`src/rtl/seqgen_pkg.sv`:
```
package seqgen_pkg;
   localparam int SG_STATE_W = 14;
   localparam int SG_SEL_W   = 3;

   typedef logic [SG_STATE_W-1:0] sg_state_t;
   typedef logic [SG_SEL_W-1:0]   sg_sel_t;

   typedef struct packed {
      sg_state_t mask;
      sg_state_t last_idx;
   } sg_order_t;

   function automatic int unsigned sg_order_bits(sg_sel_t code);
      case (code)
         3'd1:    return 8;
         3'd2:    return 10;
         3'd3:    return 12;
         3'd4:    return 14;
         default: return 5;
      endcase
   endfunction

   function automatic sg_state_t sg_next(sg_state_t s, sg_state_t mask);
      return (s >> 1) ^ (s[0] ? mask : '0);
   endfunction
endpackage

```
`src/rtl/seq_order_decode.sv`:
```
module seq_order_decode
   import seqgen_pkg::*;
(
   input  sg_sel_t   code,
   output sg_order_t ord
);
   sg_state_t taps;
   int unsigned len_bits;

   always_comb begin
      len_bits = sg_order_bits(code);
      case (len_bits)
         8:       taps = sg_state_t'(14'h00B8);
         10:      taps = sg_state_t'(14'h0240);
         12:      taps = sg_state_t'(14'h0829);
         14:      taps = sg_state_t'(14'h2015);
         default: taps = sg_state_t'(14'h0014);
      endcase
      ord.mask     = taps;
      ord.last_idx = sg_state_t'((1 << len_bits) - 2);
   end
endmodule

```
`src/rtl/seq_lfsr_cell.sv`:
```
module seq_lfsr_cell
   import seqgen_pkg::*;
(
   input  logic      clk,
   input  logic      load,
   input  logic      step_en,
   input  sg_state_t init,
   input  sg_state_t mask,
   input  sg_state_t last_idx,
   output sg_state_t state_o,
   output sg_state_t nxt_o,
   output logic      done_o
);
   sg_state_t state_q, idx_q;
   logic      done_q;

   assign nxt_o   = sg_next(state_q, mask);
   assign state_o = state_q;
   assign done_o  = done_q;

   always_ff @(posedge clk) begin
      if (load) begin
         state_q <= init;
         idx_q   <= '0;
         done_q  <= 1'b0;
      end else begin
         done_q <= 1'b0;
         if (step_en) begin
            if (done_q) begin
               state_q <= nxt_o;
            end else if (idx_q == last_idx) begin
               done_q <= 1'b1;
               idx_q  <= '0;
            end else begin
               state_q <= nxt_o;
               idx_q   <= idx_q + 1'b1;
            end
         end
      end
   end

   // a maximal register never reaches the all-zero lock state
   assert_state_live_R2: assert property (@(posedge clk) disable iff (load)
      state_q != '0);
   // the symbol index stays inside one period
   assert_idx_range_R2: assert property (@(posedge clk) disable iff (load)
      idx_q <= last_idx);
   // the completion flag lasts a single clock
   assert_done_pulse_R3: assert property (@(posedge clk) disable iff (load)
      done_q |=> !done_q);
endmodule

```
`src/rtl/mls_circ_seq.sv`:
```
module mls_circ_seq
   import seqgen_pkg::*;
#(
   parameter int STATE_W = 14,
   parameter int SEL_W   = 3
) (
   input  logic             clk,
   input  logic             rst,
   input  logic [SEL_W-1:0] order_sel,
   output logic             m_o,
   output logic             mi_o,
   output logic             sample_ready,
   output logic             xc_end
);
   generate
      if (STATE_W != SG_STATE_W) begin : g_bad_width
         $error("STATE_W must equal the package state width");
      end
      if (SEL_W != SG_SEL_W) begin : g_bad_sel
         $error("SEL_W must equal the package select width");
      end
   endgenerate

   sg_sel_t   order_q, code_eff;
   sg_order_t ord;
   sg_state_t seed0, seed1;
   sg_state_t main_state, main_nxt, stp_state, stp_nxt, shf_state, shf_nxt;
   logic      main_done, stp_done, shf_done;
   logic      end_q, run, shf_load;

   always_ff @(posedge clk) begin
      if (rst) order_q <= sg_sel_t'(order_sel);
   end

   assign code_eff = rst ? sg_sel_t'(order_sel) : order_q;

   seq_order_decode u_dec (.code(code_eff), .ord(ord));

   assign seed0    = sg_state_t'(1);
   assign seed1    = sg_next(seed0, ord.mask);
   assign run      = !xc_end;
   assign shf_load = rst | (main_done & run);

   seq_lfsr_cell u_main (
      .clk(clk), .load(rst), .step_en(run), .init(seed0),
      .mask(ord.mask), .last_idx(ord.last_idx),
      .state_o(main_state), .nxt_o(main_nxt), .done_o(main_done));

   seq_lfsr_cell u_step (
      .clk(clk), .load(rst), .step_en(main_done & run), .init(seed1),
      .mask(ord.mask), .last_idx(ord.last_idx),
      .state_o(stp_state), .nxt_o(stp_nxt), .done_o(stp_done));

   seq_lfsr_cell u_shift (
      .clk(clk), .load(shf_load), .step_en(run),
      .init(rst ? seed1 : stp_nxt),
      .mask(ord.mask), .last_idx(ord.last_idx),
      .state_o(shf_state), .nxt_o(shf_nxt), .done_o(shf_done));

   always_ff @(posedge clk) begin
      if (rst)           end_q <= 1'b0;
      else if (stp_done) end_q <= 1'b1;
   end

   assign xc_end       = stp_done | end_q;
   assign sample_ready = main_done;
   assign m_o          = main_state[0];
   assign mi_o         = shf_state[0];

   assert_strobe_pulse_R3: assert property (@(posedge clk) disable iff (rst)
      sample_ready |=> !sample_ready);
   assert_hold_symbols_R4: assert property (@(posedge clk) disable iff (rst)
      sample_ready |-> (m_o == $past(m_o) && mi_o == $past(mi_o)));
   assert_pair_aligned_R5: assert property (@(posedge clk) disable iff (rst)
      sample_ready |-> shf_done);
   assert_end_sticky_R7: assert property (@(posedge clk) disable iff (rst)
      xc_end |=> xc_end);
   assert_freeze_R8: assert property (@(posedge clk) disable iff (rst)
      xc_end |=> ($stable(m_o) && $stable(mi_o) && !sample_ready));
   assert_order_hold_R10: assert property (@(posedge clk) disable iff (rst)
      !$past(rst) |-> $stable(order_q));
endmodule

```
`config.mk`:
```
export PLATFORM = sky130hd
export DESIGN_NAME = mls_circ_seq
export DESIGN_NICKNAME = d
export VERILOG_FILES = /design/src/rtl/seqgen_pkg.sv /design/src/rtl/seq_order_decode.sv /design/src/rtl/seq_lfsr_cell.sv /design/src/rtl/mls_circ_seq.sv
export SDC_FILE = /design/constraint.sdc
export NUM_CORES = 1
export LEC_CHECK = 0
export BUFFER_PORTS_ARGS = -buffer_cell sky130_fd_sc_hd__buf_2
export CORE_MARGIN = 4
export CORE_UTILIZATION = 37
export CTS_CLUSTER_DIAMETER = 30
export DETAILED_ROUTE_END_ITERATION = 10
export HOLD_SLACK_MARGIN = 0.02
export SYNTH_ARGS = -nofsm -noshare
export SYNTH_HDL_FRONTEND = slang
export SYNTH_HIERARCHICAL = 1
export SYNTH_SLANG_ARGS = --single-unit
```
`constraint.sdc`:
```
create_clock -name clk -period 2.9 [get_ports clk]
set_input_delay 0.29 -clock clk [delete_from_list [all_inputs] [get_ports clk]]
set_output_delay 0.29 -clock clk [all_outputs]
set_load 0.01 [all_outputs]
```
### Word-level counts from Yosys, hierarchy flattened

Index checks and enable logic that the tools add are counted.

| cells by class | value |
|---|---|
| div/mod/pow operators | 0 |
| multiply operators | 0 |
| add/subtract/negate cells | 4 |
| $lt $le $gt $ge | 0 |
| shifts and indexed selects | 1 |
| reductions and logical operators | 11 |
| mux-type cells | 23 |
| equality and inequality tests | 15 |
| bitwise logic cells | 11 |

Operators with widths:

| kind | count |
|---|---|
| $mux 14 | 17 |
| $pmux 14 s4 | 1 |
| $add 14x1->14 const B | 3 |
| $eq 14x14->1 | 3 |
| $xor 13x14->14 | 3 |
| $eq 4x4->1 const B | 4 |
| $pmux 4 s4 | 1 |
| $shl 1x4->14 const A | 1 |
| $sub 14x3->14 const B | 1 |
| $reduce_and 2->1 | 6 |
| $reduce_or 3->1 | 3 |
| $eq 3x2->1 const B | 2 |
| $ne 3x2->1 const B | 2 |
| $not 1->1 | 5 |
| $ne 2x1->1 const B | 2 |
| $eq 3x1->1 const B | 1 |
| $eq 3x3->1 const B | 1 |
| $mux 1 | 3 |
| $mux 3 | 1 |
| $or 1x1->1 | 2 |
| $reduce_bool 2->1 | 1 |
| $and 1x1->1 | 1 |
| $logic_not 1->1 | 1 |

| storage, ports and cells | value |
|---|---|
| logic and storage cells | 76 |
| memory bits (writable) | 0 |
| bits in registers | 91 |
| memory bits (read-only) | 0 |
| bits of input ports | 5 |
| latch bits | 0 |
| memories kept | 0 |

### Longest topological paths before layout

Gate-level depths: netlist (run 1).

| logic depth | value |
|---|---|
| word-level depth | 11 |
| mapped depth | 11 |
| gate-level depth less buffers | 8 |

### Cells and area by module

Netlist (run 1), hierarchy kept.

Modules (own cells, without submodules):

| module | times used | area an instance (um2) | cells an instance | seq. area each (um2) |
|---|---|---|---|---|
| seq_lfsr_cell | 3 | 1632.8 | 154 | 720.7 |
| mls_circ_seq | 1 | 366.6 | 30 | 80.1 |
| seq_order_decode | 1 | 216.5 | 34 | 0.0 |

### Least setup slack after synthesis (run 1)

OpenSTA, ideal clock, no wires.

| path | value |
|---|---|
| path kind | in2reg |
| start | in rst |
| end | reg u_main.state_q[0], in the netlist u_main/state_o[0], enable pin |
| stages on the path | 10 |
| required time | 2551 ps |
| path buffers | 2 |
| setup slack | -122 ps |
| data arrival time | 2672 ps |
| cell sequence | buf_6 > mux2_2 > nand2b_1 > o21ai_0 > buf_4 > xor2_1 > nor4_2 > nand4_2 > o21ai_1 > nand2b_1 |

RTL lines:

| element | line | RTL |
|---|---|---|
| from (decl) | mls_circ_seq.sv:8 | `input logic rst,` |
| to (signal assigned) | seq_lfsr_cell.sv:23 | `state_q <= init;` |
| to (signal assigned) | seq_lfsr_cell.sv:30 | `state_q <= nxt_o;` |
| to (signal assigned) | seq_lfsr_cell.sv:35 | `state_q <= nxt_o;` |
| to (decl) | seq_lfsr_cell.sv:14 | `sg_state_t state_q, idx_q;` |

==> flow_metrics.env, run 1 <==
export IMPL_synth_seq_area_share=0.409
export IMPL_antenna_left=0
export IMPL_routabilityCongestion=0.804
export IMPL_cts_sinks=91
export IMPL_fin_total_pwr_mw=3.49
export IMPL_vias=3556
export IMPL_postCtsSetupBuffers=0
export IMPL_dr_pass1_iters=4
export IMPL_synthesis_instances=526
export IMPL_die_w_um=130
export IMPL_viasPerCell=4.81
export IMPL_crit_path_max_incr_delay_ps=440
export IMPL_antenna_found_initial=0
export IMPL_drive_above_1_share=0.282
export IMPL_cts_resized=0
export IMPL_fin_hold_ws_ps=266
export IMPL_drtIter0Drc=181
export IMPL_fmax_ghz=0.376
export IMPL_synth_area_leaders="edfxtp_1 23%, dfxtp_1 18%, mux2_2 10%"
export IMPL_cts_inserted_buffers=9
export IMPL_path_clk_slew_ps=70
export IMPL_wl_met1_um=4920
export IMPL_crit_family="simple AND/OR/NAND/NOR gates"
export IMPL_critPathArrivalTime_ps=2780
export IMPL_power_per_cell_area_nw_per_um2=571
export IMPL_cp_required_ps=3020
export IMPL_synth_distinct_cells=40
export IMPL_wl_met2_um=5220
export IMPL_grt_max_degree=56
export IMPL_cts_tree="done"
export IMPL_synthArstFlopShare=0
export IMPL_peakVddDrop_mv=0.299
export IMPL_synth_most_common_cell="nand2_1"
export IMPL_start_kind="flip-flop"
export IMPL_area_growth_syn_to_layout_pct=11.4
export IMPL_drc=0
export IMPL_insertion_delay_ps=360
export IMPL_hold_violations=0
export IMPL_cts_htree_levels=3
export IMPL_grt_pass1_vias=3650
export IMPL_end_kind="flip-flop"
export IMPL_place_ws_ps=-32.1
export IMPL_synth_seq_cells=91
export IMPL_synth_area_um2=5480
export IMPL_slew_viol_final=0
export IMPL_yosysTopAreaCell="edfxtp_1"
export IMPL_netlist_area_leader_share=0.230
export IMPL_synth_commonest_cells="64 x nand2_1, 63 x xor2_1, 52 x xnor2_1, 51 x mux2_2, 49 x dfxtp_1"
export IMPL_power_leakage_nw=2.42
export IMPL_root_buffer="clkbuf_16"
export IMPL_synth_ff_type="dfxtp_1"
export IMPL_crit_fanout=14
export IMPL_hold_path_class="input pin to flip-flop"
export IMPL_layout_setup_ws_ps=238
export IMPL_wl_per_cell_um=14.3
export IMPL_rsz0062_at_grt="false"
export IMPL_grt_util_all_layers=0.137
export IMPL_start_util=0.377
export IMPL_synth_area_per_cell_um2=10.4
export IMPL_portBuffers=8
export IMPL_wl_met3_um=255
export IMPL_fin_util=0.420
export IMPL_finalSetupTns_ps=0
export IMPL_core_area_um2=14500
export IMPL_setup_viol=0
export IMPL_clock_path_buffers=2
export IMPL_yosys_warnings=6
export IMPL_critPathKind="flip-flop to flip-flop"
export IMPL_relSlewSlack=0.539
export IMPL_finalClockSkew_ps=16.6
export IMPL_nets=560
export IMPL_grt_pass1_wl_um=18200
export IMPL_cap_violations=0
export IMPL_rows=44
export IMPL_path_cells="mux2_2 -> or3b_4 -> a21boi_2 -> xor2_1 -> nor4_2 -> nand4_2 -> o21ai_1 -> nand2b_1 -> buf_12"
export IMPL_status="completed"
export IMPL_drt_wl_total_um=10600
export IMPL_worstMarginPinSlew_ps=692
export IMPL_path_buf_inv=1
export IMPL_synth_edf_count=42
export IMPL_die_area_um2=16800
export IMPL_grt_overflow=0
export IMPL_post_cts_hold_buffer_count=0
export IMPL_antenna_diode_count=0
export IMPL_die_height_um=130
export IMPL_fin_crit_sh=0.918
export IMPL_cp_slowest_cell="or3b_4"
export IMPL_route_top_layer_used="met4"
export IMPL_ios=9
export IMPL_dp_hpwl_um=7450
export IMPL_min_period_ps=2660
per-layer routing:
layer | track usage | vias to the layer above
li1 | - | 1809
met4 | 0.0501 | 0
met2 | 0.232 | 31
met5 | 0 | -
met1 | 0.171 | 1701
met3 | 0.0303 | 15
cells by family after synthesis:
group           Yosys count  synth area share
mux                      59             0.127
compound gates           18            0.0224
fa+ha+maj                 4           0.00913
simple gates            199             0.204
buf+inv                  36            0.0427
other cells               4           0.00274
flops                    91             0.409
xor+xnor                115             0.184
metrics by stage:
stage	std cells	area [µm²]
3_5_place_dp	724	5820
5_1_grt	740	6110
2_1_floorplan	545	5550
3_3_place_gp	724	5820
6_report	740	6110
4_1_cts	740	6110
flip-flops by register name, summed over array words and instances (netlist names):
name	flops
end_q	1
order_q	3
u_main/done_o	1
u_main/idx_q	14
u_main/state_o	14
u_shift/done_o	1
u_shift/idx_q	14
u_shift/state_o	14
u_step/done_o	1
u_step/idx_q	14
u_step/state_o	14
final cells by class:
| type | instances | area [µm²] |
|---|---|---|
| Clock buffer | 9 | 225 |
| Clock inverter | 7 | 65.1 |
| Fill cell | 1425 | 8430 |
| Inverter | 5 | 18.8 |
| Multi-Input combinational cell | 418 | 3080 |
| Sequential cell | 91 | 2240 |
| Tap cell | 184 | 230 |
| Timing Repair Buffer | 26 | 250 |
where the power goes:
part | leakage (nW) | switching [mW] | internal (mW)
clock | 0.141 | 0.554 | 0.606
combinational | 1.43 | 0.303 | 0.381
sequential | 0.840 | 0.121 | 1.53
total | 2.42 | 0.977 | 2.51
path summary, 6_finish.rpt:
| check | startpoint | endpoint | slack (ps) | depth (start not counted) |
|---|---|---|---|---|
| hold / removal | order_sel[1] | order_q[1] | 270 | 2 |
| setup reg to reg | order_q[0] | u_step/state_o[12] | 240 | 9 |
| hold reg to reg | u_main/idx_q[1] | u_main/idx_q[1] | 500 | 2 |
| setup / recovery | order_q[0] | u_step/state_o[12] | 240 | 9 |
placed cells by master, fill, tap and decap left out, drive strengths merged:
master    synthesis  final
inv               5     11
buf              21     26
nand4b            3      3
edfxtp           42     42
and3              7      7
and2              7      7
clkinvlp          0      1
conb              4     23
o21bai            3      3
xnor2            52     52
xor2             63     63
nor3              7      7
o21ai             4      4
nand2b            7      7
mux2             59     59
nor2             54     54
nand2            64     64
nand3b            3      3
a31oi             3      3
clkbuf           10      9
or2               1      1
nor4              9      9
a21oi             6      6
and2b             3      3
a21o              1      1
and4              6      6
nand3            15     15
a21boi            1      1
or3b              1      1
dfxtp            49     49
nand4            12     12
ha                4      4
No activity file was read; power rests on OpenSTA's default activity.
==> run 2: changes to the inputs <==
--- a/config.mk
+++ b/config.mk
@@ -6,11 +6,14 @@
 export NUM_CORES = 1
 export LEC_CHECK = 0
 export BUFFER_PORTS_ARGS = -buffer_cell sky130_fd_sc_hd__buf_2
+export CELL_PAD_IN_SITES_DETAIL_PLACEMENT = 0
+export CELL_PAD_IN_SITES_GLOBAL_PLACEMENT = 2
 export CORE_MARGIN = 4
 export CORE_UTILIZATION = 37
 export CTS_CLUSTER_DIAMETER = 30
 export DETAILED_ROUTE_END_ITERATION = 10
 export HOLD_SLACK_MARGIN = 0.02
+export PLACE_DENSITY_LB_ADDON = 0.1
 export SYNTH_ARGS = -nofsm -noshare
 export SYNTH_HDL_FRONTEND = slang
 export SYNTH_HIERARCHICAL = 1
==> flow_metrics.env, run 2 (synthesized netlist as in run 1, its figures left out) <==
export IMPL_status="completed"
export IMPL_hold_violations=0
export IMPL_grt_overflow=0
export IMPL_crit_family="simple AND/OR/NAND/NOR gates"
export IMPL_viasPerCell=4.79
export IMPL_crit_path_max_incr_delay_ps=430
export IMPL_relSlewSlack=0.509
export IMPL_grt_util_all_layers=0.150
export IMPL_fin_crit_sh=0.889
export IMPL_multi_input_area_um2=3080
export IMPL_reg2reg_from="order_q[0]"
export IMPL_postCtsSetupBuffers=0
export IMPL_most_common_layout_cells="64 x nand2_1, 63 x xor2_1, 52 x xnor2_1"
export IMPL_power_leakage_nw=2.48
export IMPL_top_usage_layer="met2"
export IMPL_place_ws_ps=35.8
export IMPL_setup_viol=0
export IMPL_drt_wl_total_um=11700
export IMPL_p_int_mw=2.93
export IMPL_die_height_um=130
export IMPL_cts_htree_levels=3
export IMPL_routabilityCongestion=0.717
export IMPL_seqPwrFrac=0.427
export IMPL_core_area_um2=14500
export IMPL_min_period_ps=2580
export IMPL_grtUsageMet2=0.236
export IMPL_start_util=0.377
export IMPL_portBuffers=8
export IMPL_die_w_um=130
export IMPL_regArea_um2=2240
export IMPL_grt_max_degree=56
export IMPL_grtUsageMet1=0.207
export IMPL_critPathArrivalTime_ps=2690
export IMPL_dp_hpwl_um=8240
export IMPL_path_cells="mux2_2 -> or3b_4 -> a21boi_2 -> xor2_1 -> nor4_2 -> nand4_2 -> o21ai_1 -> nand2b_1 -> buf_12"
export IMPL_fmax_ghz=0.388
export IMPL_final_common_cell="nand2_1"
export IMPL_fin_util=0.429
export IMPL_critical_path_depth=9
export IMPL_r2r_end="u_step/state_o[8]"
export IMPL_area_growth_syn_to_layout_pct=13.8
export IMPL_rrSetupSlack_ps=320
export IMPL_grt_use_met3=0.0360
export IMPL_hold_path_class="input pin to flip-flop"
export IMPL_die_area_um2=16800
export IMPL_cts_inserted_buffers=9
export IMPL_power_per_cell_area_nw_per_um2=621
export IMPL_cap_violations=0
export IMPL_peakVddDrop_mv=0.296
export IMPL_finalSetupTns_ps=0
export IMPL_worstMarginPinSlew_ps=736
export IMPL_p_switching_mw=0.943
export IMPL_grt_pass1_vias=3561
export IMPL_cp_required_ps=3010
export IMPL_root_buffer="clkbuf_16"
export IMPL_r2r_cells=9
export IMPL_pwr_share_comb=0.179
export IMPL_finalClockSkew_ps=8.22
export IMPL_fin_cells=746
export IMPL_dr_pass1_iters=4
export IMPL_ios=9
export IMPL_post_cts_hold_buffer_count=0
export IMPL_drc=0
export IMPL_cts_tree="done"
export IMPL_rsz0062_at_grt="false"
export IMPL_insertion_delay_ps=350
export IMPL_cp_endpoint="u_step/state_o[8]"
export IMPL_clkPwrFrac=0.394
export IMPL_drive_above_1_share=0.288
export IMPL_crit_fanout=14
export IMPL_end_kind="flip-flop"
export IMPL_antenna_diode_count=0
export IMPL_critPathLaunch="order_q[0]"
export IMPL_swShare=0.244
export IMPL_layout_setup_ws_ps=323
export IMPL_dp_cells=730
export IMPL_critPathKind="flip-flop to flip-flop"
export IMPL_slew_viol_final=0
export IMPL_vias=3577
export IMPL_path_clk_slew_ps=60
export IMPL_antenna_left=0
export IMPL_nFillCells=1446
export IMPL_clock_path_buffers=2
export IMPL_antenna_found_initial=0
export IMPL_rows=44
export IMPL_fin_total_pwr_mw=3.87
export IMPL_path_buf_inv=1
export IMPL_wl_per_cell_um=15.7
export IMPL_cts_resized=0
export IMPL_nets=566
export IMPL_drtIter0Drc=123
export IMPL_start_kind="flip-flop"
export IMPL_min_path_cells=3
export IMPL_cp_slowest_cell="or3b_4"
export IMPL_grt_pass1_wl_um=19300
export IMPL_cts_sinks=91
==> run 2: changes by cell type in the layout (fill, tap and decap cells not counted) <==
cell / before / now
inv_6: 4 / 1
bufinv_16: 0 / 5
inv_8: 2 / 0
buf_12: 6 / 5
clkinv_1: 0 / 1
clkinvlp_4: 1 / 0
buf_4: 12 / 19
==> run 2: worst min path at each step <==
stage,slack [ps],startpoint,endpoint
2_1_floorplan,470,u_main/idx_q[1],u_main/idx_q[1]
3_3_place_gp,490,u_shift/idx_q[1],u_shift/idx_q[1]
3_5_place_dp,500,u_shift/idx_q[1],u_shift/idx_q[1]
4_1_cts,330,order_sel[0],order_q[0]
5_1_grt,360,order_sel[1],order_q[1]
6_report,360,order_sel[1],order_q[1]
==> run 2: layer usage <==
metal | wire [µm] | up-vias
met5 | 0 | -
met4 | 144 | 0
met3 | 347 | 11
met2 | 5340 | 32
met1 | 5870 | 1712
li1 | - | 1822
==> run 2: metrics by stage <==
| stage | hold WS [ps] | area (µm²) |
|---|---|---|
| after CTS | 333 | 6240 |
| after detailed placement | 503 | 5850 |
| final | 355 | 6240 |
| after floorplan | 468 | 5550 |
| after global placement | 490 | 5850 |
| after global routing | 358 | 6240 |
==> run 2: final cells by class <==
type / count / area share
Sequential cell: 91 / 0.359
Clock inverter: 7 / 0.0261
Multi-Input combinational cell: 418 / 0.493
Tap cell: 184 / 0.0369
Timing Repair Buffer: 32 / 0.0453
Inverter: 5 / 0.00301
Clock buffer: 9 / 0.0361
==> run 2: power groups by stage <==
stage | Sequential (mW) | Clock, mW | Combinational (mW)
after global routing | 1.68 | 1.62 | 0.765
after CTS | 1.66 | 1.57 | 0.694
after floorplan | 1.62 | 0 | 0.597
after detailed placement | 1.68 | 0 | 0.687
final | 1.65 | 1.53 | 0.692
after global placement | 1.69 | 0 | 0.676
==> run 2: tightest hold or removal path: stages <==
cell,delay (ps)
buf_2,90
mux2_2,160
buf_4,120
==> run 3: changes to the inputs <==
==> constraint.sdc (replaced) <==
create_clock -name clk -period 2.3 [get_ports clk]
set_input_delay 0.23 -clock clk [delete_from_list [all_inputs] [get_ports clk]]
set_output_delay 0.23 -clock clk [all_outputs]
set_load 0.01 [all_outputs]
==> flow_metrics.env, run 3 (synthesized netlist as in run 1, its figures left out) <==
export IMPL_power_leakage_nw=2.59
export IMPL_dp_cells=741
export IMPL_cp_required_ps=2550
export IMPL_drc=0
export IMPL_drive_above_1_share=0.341
export IMPL_start_util=0.377
export IMPL_rows=44
export IMPL_grt_pass1_vias=3675
export IMPL_portBuffers=8
export IMPL_start_kind="flip-flop"
export IMPL_wl_met2_um=5970
export IMPL_hold_path_class="input pin to flip-flop"
export IMPL_fin_hold_ws_ps=292
export IMPL_hp_start="order_sel[1]"
export IMPL_ios=9
export IMPL_relSlewSlack=0.526
export IMPL_crit_family="simple AND/OR/NAND/NOR gates"
export IMPL_wl_met3_um=220
export IMPL_r2r_cells=12
export IMPL_die_w_um=130
export IMPL_die_height_um=130
export IMPL_crit_fanout=11
export IMPL_fmax_ghz=0.387
export IMPL_grt_overflow=0
export IMPL_fin_crit_sh=1.12
export IMPL_end_kind="flip-flop"
export IMPL_placedInstanceArea_um2=5990
export IMPL_hold_violations=0
export IMPL_nets=587
export IMPL_antenna_found_initial=0
export IMPL_design_area_um2=6500
export IMPL_viasPerCell=4.73
export IMPL_nFillCells=1401
export IMPL_antenna_diode_count=0
export IMPL_final_common_cell="nand2_1"
export IMPL_status="finished with violations"
export IMPL_dp_hpwl_um=8140
export IMPL_critPathKind="flip-flop to flip-flop"
export IMPL_grt_util_all_layers=0.148
export IMPL_cts_tree="done"
export IMPL_die_area_um2=16800
export IMPL_cp_common_cell="buf_12"
export IMPL_cp_slowest_cell="mux2_4"
export IMPL_vias=3625
export IMPL_worstMarginPinSlew_ps=711
export IMPL_grt_max_degree=56
export IMPL_dr_pass1_iters=4
export IMPL_critPathArrivalTime_ps=2830
export IMPL_path_clk_slew_ps=70
export IMPL_critPathLaunch="order_q[2]"
export IMPL_wl_met1_um=5280
export IMPL_most_common_layout_cells="64 x nand2_1, 62 x xor2_1, 50 x xnor2_1"
export IMPL_wl_per_cell_um=15.2
export IMPL_antenna_left=0
export IMPL_grt_pass1_wl_um=19000
export IMPL_critical_path_depth=12
export IMPL_min_period_ps=2580
export IMPL_peakVddDrop_mv=0.386
export IMPL_slew_viol_final=0
export IMPL_route_top_layer_used="met4"
export IMPL_setup_viol=85
export IMPL_rsz0062_at_grt="true"
export IMPL_power_per_cell_area_nw_per_um2=694
export IMPL_area_growth_syn_to_layout_pct=18.6
export IMPL_drtIter0Drc=150
export IMPL_cts_htree_levels=3
export IMPL_root_buffer="clkbuf_16"
export IMPL_min_path_cells=3
export IMPL_cap_violations=0
export IMPL_path_buf_inv=4
export IMPL_cts_sinks=91
export IMPL_finalSetupTns_ps=-14920
export IMPL_layout_setup_ws_ps=-281
export IMPL_cts_inserted_buffers=9
export IMPL_clock_path_buffers=2
export IMPL_insertion_delay_ps=350
export IMPL_crit_path_max_incr_delay_ps=310
export IMPL_routabilityCongestion=0.749
export IMPL_reg2reg_from="order_q[2]"
export IMPL_fin_cells=767
export IMPL_drt_wl_total_um=11600
export IMPL_finalClockSkew_ps=8.93
export IMPL_core_area_um2=14500
export IMPL_path_cells="mux2_4 -> buf_6 -> or3b_4 -> o21ai_4 -> buf_12 -> xor2_2 -> nor4_2 -> nand4_2 -> buf_4 -> o21bai_2 -> buf_12 -> nor2_1"
export IMPL_violations="setup timing"
==> run 3: repair_timing <==
action                     in CTS  in global routing
gates cloned                    2                  2
setup endpoints to repair      88                 91
resized for setup              18                  6
pin swaps                       3                  5
buffers inserted                4                  3
hold buffers                    0                  0
==> run 3: layout make-up <==
class / instances / area, µm² / area share
timing repair buffer: 50 / 428 / 0.0658
inverter: 5 / 18.8 / 0.00289
multi-input combinational: 421 / 3290 / 0.506
clock buffer: 9 / 225 / 0.0346
sequential: 91 / 2240 / 0.345
clock inverter: 7 / 68.8 / 0.0106
tap: 184 / 230 / 0.0354
==> run 3: routing by layer <==
layer  vias up  track usage
li1       1871            -
met1      1729        0.177
met2        13        0.261
met3        12       0.0364
met4         0       0.0495
met5         -            0
==> run 3: power breakdown <==
group          internal, mW  switching (mW)  leakage [nW]
Clock                 0.837           0.647         0.139
Combinational         0.536           0.414          1.61
Sequential             1.93           0.151         0.840
==> run 3: tightest hold or removal path, delay by kind of cell <==
kind                   cells  cell delay, ps
buffers and inverters      2             210
multiplexers               1             180
==> run 3: per-stage QoR <==
step | power, mW | worst slack, ps | util
after CTS | 4.58 | -251 | 0.442
after floorplan | 2.83 | -141 | -
after detailed placement | 3.02 | -542 | 0.412
final | 4.51 | -281 | 0.447
after global placement | 3.01 | -526 | 0.412
after global routing | 4.76 | -393 | 0.447
==> run 3: final timing paths <==
path | slack, ps | to
setup / recovery | -280 | u_main/idx_q[3]
hold / removal | 290 | order_q[1]
setup reg to reg | -280 | u_main/idx_q[3]
hold reg to reg | 520 | u_main/idx_q[1]
